`src/rtl/tw_serial_slave.sv`:
```
module tw_serial_slave #(
  parameter int AW = 5,
  parameter int DW = 8,
  parameter int BURST_LEN = 31
) (
  input  logic          clk,
  input  logic          rst_n,
  input  logic          ce,
  input  logic          sclk,
  input  logic          sdio_i,
  output logic          sdio_o,
  output logic          sdio_oe,
  output logic          reg_space,
  output logic [AW-1:0] reg_addr,
  output logic          wr_stb,
  output logic [DW-1:0] wr_data,
  output logic          rd_stb,
  input  logic [DW-1:0] rd_data
);
  localparam int BW = $clog2(DW);
  localparam logic [AW-1:0] LAST_ADDR = AW'(BURST_LEN - 1);

  typedef enum logic [1:0] {S_CMD, S_WR, S_RD, S_END} st_t;

  st_t           st;
  logic          sclk_q, burst, wen, fin, step;
  logic [BW-1:0] bcnt, obit;
  logic [DW-2:0] sh;
  logic [DW-1:0] ob;

  wire          rise      = ce & sclk & ~sclk_q;
  wire          fall      = ce & ~sclk & sclk_q;
  wire [DW-1:0] byte_in   = {sdio_i, sh};
  wire          byte_done = rise && (bcnt == BW'(DW - 1));
  wire          at_end    = (reg_addr == LAST_ADDR);
  wire          all_ones  = &byte_in[AW:1];

  always_ff @(posedge clk or negedge rst_n) begin
    if (!rst_n) begin
      st <= S_CMD; sclk_q <= 1'b0; burst <= 1'b0; wen <= 1'b0; fin <= 1'b0;
      step <= 1'b0; bcnt <= '0; obit <= '0; sh <= '0; ob <= '0;
      sdio_o <= 1'b0; sdio_oe <= 1'b0; reg_space <= 1'b0; reg_addr <= '0;
      wr_stb <= 1'b0; wr_data <= '0; rd_stb <= 1'b0;
    end else begin
      sclk_q <= sclk;
      wr_stb <= 1'b0;
      rd_stb <= 1'b0;
      step   <= 1'b0;
      if (rd_stb) ob <= rd_data;
      if (!ce) begin
        st <= S_CMD; bcnt <= '0; obit <= '0; sdio_oe <= 1'b0; fin <= 1'b0;
      end else begin
        if (rise) begin
          sh   <= byte_in[DW-1:1];
          bcnt <= bcnt + 1'b1;
        end
        if (step) reg_addr <= reg_addr + 1'b1;
        case (st)
          S_CMD: if (byte_done) begin
            wen       <= byte_in[DW-1];
            reg_space <= byte_in[DW-2];
            burst     <= all_ones;
            reg_addr  <= all_ones ? '0 : byte_in[AW:1];
            obit      <= '0;
            if (byte_in[0]) begin
              st     <= S_RD;
              rd_stb <= 1'b1;
            end else begin
              st <= S_WR;
            end
          end
          S_WR: if (byte_done) begin
            wr_stb  <= wen;
            wr_data <= byte_in;
            if (burst && !at_end) step <= 1'b1;
            else st <= S_END;
          end
          S_RD: if (fall) begin
            if (fin) begin
              sdio_oe <= 1'b0;
              st      <= S_END;
            end else begin
              sdio_oe <= 1'b1;
              sdio_o  <= ob[obit];
              obit    <= obit + 1'b1;
              if (obit == BW'(DW - 1)) begin
                if (burst && !at_end) begin
                  reg_addr <= reg_addr + 1'b1;
                  rd_stb   <= 1'b1;
                end else begin
                  fin <= 1'b1;
                end
              end
            end
          end
          default: ;
        endcase
      end
    end
  end
endmodule

```
`config.mk`:
```
export PLATFORM = sky130hd
export DESIGN_NAME = tw_serial_slave
export DESIGN_NICKNAME = d
export VERILOG_FILES = /design/src/rtl/tw_serial_slave.sv
export SDC_FILE = /design/constraint.sdc
export NUM_CORES = 1
export LEC_CHECK = 0
export CAP_MARGIN = 10
export CORE_ASPECT_RATIO = 0.9
export CORE_MARGIN = 1
export CORE_UTILIZATION = 40
export CTS_CLUSTER_DIAMETER = 80
export DETAILED_ROUTE_END_ITERATION = 8
export DONT_BUFFER_PORTS = 1
export PLACE_DENSITY = 0.53
export RECOVER_POWER = 50
export SYNTH_ARGS = -nofsm -noshare
export SYNTH_HDL_FRONTEND = slang
export SYNTH_SLANG_ARGS = --single-unit
```
`constraint.sdc`:
```
create_clock -name clk -period 1.7 [get_ports clk]
set_clock_uncertainty 0.05 [all_clocks]
set_input_delay 0.255 -clock clk [delete_from_list [all_inputs] [get_ports clk]]
set_output_delay 0.255 -clock clk [all_outputs]
set_load 0.005 [all_outputs]
```
**Yosys cells after proc, flatten, opt, wreduce, memory -nomap -nowiden**

Cells that the tools add are included.

- Output and inout port bits: 18
- Input bits: 13
- Logic and storage cells: 105
- Flip-flop bits (word level): 46

- Equality and inequality tests: 16
- Add/subtract/negate cells: 3
- Bitwise operators: 7
- Reduce and logical (&&, ||, !) cells: 12
- Mux-type cells: 49
- Magnitude comparators: 1

Operators with widths:

| cell | count |
|---|---|
| $mux W5 | 7 |
| $mux W1 | 24 |
| $mux W3 | 6 |
| $ne A3 B3 Y1 const B | 6 |
| $mux W2 | 7 |
| $pmux W5 S2 | 1 |
| $reduce_and A4 Y1 | 2 |
| $add A3 B1 Y3 const B | 2 |
| $eq A3 B3 Y1 const B | 2 |
| $ne A2 B1 Y1 const B | 3 |
| $pmux W2 S3 | 1 |
| $pmux W3 S2 | 1 |
| $reduce_and A3 Y1 | 2 |
| $reduce_and A6 Y1 | 1 |
| $add A5 B1 Y5 const B | 1 |
| $eq A5 B5 Y1 const B | 1 |
| $reduce_and A5 Y1 | 1 |
| $and A1 B1 Y1 | 4 |
| $lt A3 B4 Y1 const B | 1 |
| $ne A4 B1 Y1 const B | 1 |
| $reduce_and A2 Y1 | 2 |
| $bmux W1 S3 | 1 |
| $ne A3 B1 Y1 const B | 1 |
| $not A1 Y1 | 3 |
| other kinds (6) | 7 |

**Logic depth before layout (Yosys ltp)**

Gate-level depths: netlist of run 1.

- Depth after elaboration: 9
- Depth in mapped cells: 7
- Mapped depth without buffers: 6

**Worst setup path after synthesis of run 1**

Ideal clock, no wire load.

- Kind: register to register
- From: register bcnt[0]
- To: register wr_data[0]
- Cell stages (with the launch flop): 7
- Library setup time: 0.125 ns
- Buffers on the path: 1
- Period minus slack after synthesis: 1.774 ns
- Arrival time: 1.600 ns
- Data required time: 1.525 ns
- Setup slack: -0.074 ns
- Cell sequence: dfrtp_1 > ha_1 > ha_1 > and4b_2 > buf_2 > nand2_2 > mux2_2

- Longest elaborated chain between the ends: 3

RTL lines:

| item | line | RTL |
|---|---|---|
| start, declared | 27 | `logic [BW-1:0] bcnt, obit;` |
| start signal, assigned | 55 | `bcnt <= bcnt + 1'b1;` |
| $eq A3 B3 Y1 | 34 | `wire byte_done = rise && (bcnt == BW'(DW - 1));` |
| $logic_and A1 B1 Y1 | 34 |  |
| $reduce_and A3 Y1 (no source line) | - |  |
| end signal, assigned | 74 | `wr_data <= byte_in;` |
| end, declared | 16 | `output logic [DW-1:0] wr_data,` |

No other way between the ends.
A chain may end at the register's enable or synchronous reset.

**Worst setup path after layout of run 1**

- From: register obit[1]
- To: register reg_addr[1]

- Longest elaborated chain between the ends: 5

RTL lines:

| item | line | RTL |
|---|---|---|
| start, declared | 27 |  |
| start signal, assigned | 85 | `obit <= obit + 1'b1;` |
| $eq A3 B3 Y1 | 86 | `if (obit == BW'(DW - 1)) begin` |
| $mux W5 | 86 |  |
| $mux W5 | 79 | `if (fin) begin` |
| $mux W5 | 78 | `S_RD: if (fall) begin` |
| $pmux W5 S2 | 58 | `case (st)` |
| end signal, assigned | 57 | `if (step) reg_addr <= reg_addr + 1'b1;` |
| end signal, assigned | 63 | `reg_addr <= all_ones ? '0 : byte_in[AW:1];` |
| end signal, assigned | 88 | `reg_addr <= reg_addr + 1'b1;` |
| end, declared | 14 | `output logic [AW-1:0] reg_addr,` |

No other way between the ends.

==> results of run 1 <==
==> cell usage after synthesis, drive strengths merged, types with 5 or more instances <==
library cell | n | area share
nand2 | 15 | 0.024
ha | 9 | 0.046
dfrtp | 46 | 0.47
buf | 5 | 0.013
nor3 | 5 | 0.010
clkbuf | 6 | 0.013
mux2 | 27 | 0.12
inv | 8 | 0.012
nand3b | 5 | 0.020
nor2 | 10 | 0.015
nand3 | 10 | 0.020
a21oi | 11 | 0.024
==> state kept, by name, summed over array words and instances (netlist names), 2 cells and up <==
name      cells
wr_data       8
bcnt          3
obit          3
sh            7
st            2
ob            8
reg_addr      5
==> how the worst max path moves through the flow <==
stage                        to    start  depth (start not counted)  slack, ns
floorplan               obit[0]    st[0]                          7      -0.07
global placement    reg_addr[2]    st[0]                          6       -0.1
detailed placement  reg_addr[1]    st[0]                          6      -0.10
CTS                 reg_addr[2]  obit[1]                          6      -0.09
global route        reg_addr[2]  obit[1]                          6      -0.18
finish              reg_addr[1]  obit[1]                          7      -0.11
==> routing by layer <==
metal,vias up,share of wire,track usage
met5,-,0,0
met4,0,0.016,0.07966
met3,10,0.054,0.04442
met2,48,0.47,0.2935
met1,889,0.46,0.2672
li1,873,-,-
==> repair_timing <==
item                                    in CTS  in global routing
endpoints found under the setup margin      20                 28
hold endpoints to repair                    47                  0
hold buffers                                 3                  0
buffers inserted                             5                  1
resized for setup                           13                  8
gates cloned                                 0                  1
pin swaps                                    6                  4
==> final cells by class <==
cell class / count / area share
multi-input cells: 152 / 0.4411
flip-flops and latches: 46 / 0.3863
repair buffers: 37 / 0.09636
well taps: 70 / 0.02933
clock buffers: 6 / 0.02430
clock inverters: 2 / 0.01257
inverters: 8 / 0.01005
==> power groups by stage <==
stage | Combinational (mW) | Sequential, mW | Clock, mW
final | 1.39 | 1.43 | 0.823
after detailed placement | 1.22 | 1.44 | 0
after CTS | 1.34 | 1.42 | 0.853
after floorplan | 0.789 | 1.43 | 0
after global routing | 1.53 | 1.45 | 0.887
after global placement | 1.19 | 1.43 | 0
==> per-stage QoR <==
step / utilization / setup slack (ns)
after global placement: 0.4658 / -0.09818
after floorplan: - / -0.06626
after detailed placement: 0.4658 / -0.1009
after CTS: 0.5101 / -0.08842
after global routing: 0.5129 / -0.1778
final: 0.5129 / -0.1073
==> cells by family after synthesis <==
| logic type | Yosys count | share of synthesized area |
|---|---|---|
| fa+ha+maj | 9 | 0.04564 |
| compound gates | 39 | 0.1182 |
| simple gates | 68 | 0.1673 |
| buf+inv | 19 | 0.03803 |
| xor+xnor | 3 | 0.01065 |
| mux | 32 | 0.1536 |
| flops | 46 | 0.4665 |
==> flow_summary.toml, run 1 <==
[yosys]
syn_area_per_cell_um2 = 11.42
synth_area_um2 = 2467
synth_seq_cells = 46
synth_edf_count = 0
syn-num-nets = 238
synth_flop_cell = "dfrtp_1"
synth.distinct_cells = 50
async_flop_share = 1.000
synth_warnings = 0
synth_seq_area_share = 0.4665
synthCells = 216

[flow_run]
max_cap_violations = 0

[cells_and_area]
ff_latch_area_um2 = 1154
fin_cells = 321
area_growth_pct = 21.04
multi_input_area_um2 = 1318
layout_common_cells = "dfrtp_1, buf_4, mux2_2, nand2_1"
n_antenna_cell = 0
nets = 272
fillers = 512
drive_above_1_share = 0.4104
final_common_cell = "dfrtp_1"
final_cell_area_um2 = 2987

[floorplanning]
num_rows = 26
boundaryPins = 31
die_w_um = 84.79
fp.coreArea_um2 = 5823
start_util = 0.4237
die-area_um2 = 6487
dieHeight_um = 76.51

[critical_path]
timing.rr.end = "reg_addr[1]"
worstPathArrival_ns = 1.96
criticalPathCategory = "register to register"
crit_path_end_kind = "register"
path_delay_family = "compound AO/OA/AOI/OAI gates"
worst_setup_path_start_kind = "register"
r2r_slack_ns = -0.11
cp.required_ns = 1.85
cpPeakStageDelay_ns = 0.41
r2r-start = "obit[1]"
rr_worst_depth = 7
cp_max_fo = 5
crit_chain = "ha_2 > ha_4 > and4b_4 > nand4_4 > buf_4 > o22ai_1 > o32a_1"
crit_buf_inv = 1
worst_path_max_delay_cell = "dfrtp_1"

[cts]
cts_buffers = 5
clk_latency_ns = 0.31
cts_tree = "done"
root_buffer = "clkbuf_8"
cts_buffer_depth = 2
h-tree-depth = 2
path_clk_slew_ns = 0.09
clkSinkCount = 46

[grt]
grtUsageTotal = 0.1937
gr-total-overflow = 0
antenna_found_initial = 0
grt_pass1_wl_um = 9694
grt_max_degree = 47
grt_pass1_vias = 1904

[detailed_routing]
totalWireLength_um = 5822
drcViolationCount = 2
postRouteAntennaNets = 0
drtIter0Drc = 158
viasPerCell = 5.670
drt-pass1-iter-count = 8
vias = 1820
routedWlPerCell_um = 18.14

[power_and_ir_drop]
pwr-share-clk = 0.226
cell_internal_pwr_mw = 2.398
vdd_drop_max_mv = 0.4570
powerDensity_nw_per_um2 = 1218
switching_power_mw = 1.239
combPwrFrac = 0.382
power_mw = 3.637
switching_share = 0.3407
p_seq_frac = 0.392
leakagePower_nw = 1.349

[timing]
slew_viol_final = 0
clock.fmax_ghz = 0.5533
post-route-period-util = 1.063
finalSetupViolations = 9
finalHoldViolCount = 0
rsz0062_at_grt = "true"
fin_tns_setup_ns = -0.5412
worst_slack_ns = -0.1073
tightestPinTransition_ns = 1.029
hold_slack_ns = 0.03651
min_period_ns = 1.807
slew_headroom = 0.3140

[outcome]
status = "finished with violations"
violations = "DRC, setup timing"

[hold_path]
hp-start = "ce"
hold_depth = 1
min_to = "st[1]"
min_path_type = "primary input to register"

[placement]
dp.cells = 303
io_buffer_count = 0
gp_congestion = 0.7692
dp_hpwl_um = 4054
placed_cell_area_um2 = 2713
Power figures use the tool's default switching activity.
==> run 2, diff against run 1 <==
Settings changed: CORE_UTILIZATION 40 to 57, PLACE_DENSITY 0.53 to 0.72.
Clock period 1.7 ns to 1.5 ns, I/O delays scaled along.
==> run 2 against run 1 <==
Compared with the run above: the flow still finishes with violations (DRC, setup timing); sequential share of layout area fell by 3.2 points; register-to-register slack got worse by 0.15 ns; critical path depth rose by 1; hold slack got worse by 0.017 ns; combinational power rose by 46%; critical path type unchanged; critical endpoint unchanged.
==> flow_summary.toml, run 2 (synthesis gave the netlist of run 1 again) <==
[outcome]
status = "finished with violations"
violations = "DRC, setup timing"

[timing]
slew_viol_final = 0
finalSetupViolations = 21
fin_tns_setup_ns = -3.731
worst_slack_ns = -0.2556
slew_headroom = 0.3323
clock.fmax_ghz = 0.5696
rsz0062_at_grt = "true"
min_period_ns = 1.756
post-route-period-util = 1.170
tightestPinTransition_ns = 1.002
hold_slack_ns = 0.01984
finalHoldViolCount = 0

[cells_and_area]
area_growth_pct = 32.15
drive_above_1_share = 0.5000
layout_common_cells = "buf_4, dfrtp_1, mux2_2, mux2_4, nand2_1"
fillers = 235
nets = 291
utilization = 0.7950
final_common_cell = "buf_4"
ff_latch_area_um2 = 1154
final_cell_area_um2 = 3261
n_antenna_cell = 0
multi_input_area_um2 = 1461
top_regs = "ob: 8 flops, wr_data: 8 flops, sh: 7 flops"
fin_cells = 318

[critical_path]
criticalPathCategory = "register to register"
crit_path_end_kind = "register"
cp.required_ns = 1.64
worst_setup_path_start_kind = "register"
worstPathArrival_ns = 1.90
cp_max_fo = 6
rr_worst_depth = 8

[detailed_routing]
drcViolationCount = 4
routedWlPerCell_um = 19.89
totalWireLength_um = 6326
drtIter0Drc = 164
viasPerCell = 6.409
vias = 2038
drt-pass1-iter-count = 7
postRouteAntennaNets = 0

[power_and_ir_drop]
powerDensity_nw_per_um2 = 1392
vdd_drop_max_mv = 0.8733
leakagePower_nw = 1.503
power_mw = 4.537

[cts]
clk_latency_ns = 0.30
cts_tree = "done"
cts_buffer_depth = 2
clkSinkCount = 46
path_clk_slew_ns = 0.09
cts_buffers = 5
root_buffer = "clkbuf_8"
h-tree-depth = 2

[placement]
io_buffer_count = 0
dp_hpwl_um = 4159
post-place-ws_ns = -0.3230
dp.cells = 291
placed_cell_area_um2 = 2810
gp_congestion = 0.8766

[floorplanning]
fp.coreArea_um2 = 4101
die_w_um = 71.35
boundaryPins = 31
start_util = 0.6016
die-area_um2 = 4596
num_rows = 22
dieHeight_um = 64.42

[flow_run]
max_cap_violations = 0

[hold_path]
hold_depth = 1
min_path_type = "primary input to register"

[grt]
grt_pass1_wl_um = 10430
gr-total-overflow = 0
grt_pass1_vias = 2191
grtUsageTotal = 0.2970
grt_max_degree = 47
antenna_found_initial = 0
==> run 2: cell count changes in the layout (fill, tap and decap cells not counted), sizes merged <==
cell	before	now
inv	8	9
clkinv	0	1
clkinvlp	1	0
dlygate4sd3	2	4
clkbuf	6	5
buf	35	52
==> run 2: path summary, 6_finish.rpt <==
kind                              from  slack [ns]          end
max                        reg_addr[0]       -0.26  reg_addr[1]
min                             sdio_i        0.02          wen
max reg2reg                reg_addr[0]       -0.26  reg_addr[1]
min reg2reg                      ob[5]        0.46        ob[5]
max in group asynchronous        rst_n        0.13       sclk_q
min in group asynchronous        rst_n        0.59  reg_addr[4]
==> run 2: final cells by class <==
type	instances	share of cell area
repair buffers	56	0.1358
multi-input cells	152	0.4482
well taps	48	0.01842
flip-flops and latches	46	0.3538
clock inverters	3	0.01343
clock buffers	5	0.02111
inverters	8	0.009210
==> run 2: report_power, final <==
part,switching (mW),internal [mW],leakage (nW)
clock,0.426,0.499,0.0585
sequential,0.166,1.42,0.604
combinational,0.998,1.03,0.841
total,1.59,2.95,1.50
==> run 2: layer usage <==
layer	up-vias	global-route usage	wire length (um)
met1	1030	0.3784	2706
met2	81	0.4798	3020
met4	0	0.1425	234
li1	901	-	-
met5	-	0	0
met3	26	0.06998	365
==> run 2: worst max-delay path: stages (launching register included) <==
cell	delay (ns)
dfrtp_2	0.42
inv_2	0.07
ha_2	0.16
nand4_1	0.13
buf_6	0.18
nand4_4	0.11
buf_4	0.12
o22ai_1	0.06
o32a_1	0.35
==> run 2: what timing repair did <==
item | 4_1_cts | 5_1_grt
pin swaps | 17 | 16
cloned | 1 | 0
hold endpoints to repair | 48 | 1
endpoints found under the setup margin | 33 | 25
hold buffers | 4 | 1
resized for setup | 31 | 13
setup buffers | 11 | 3
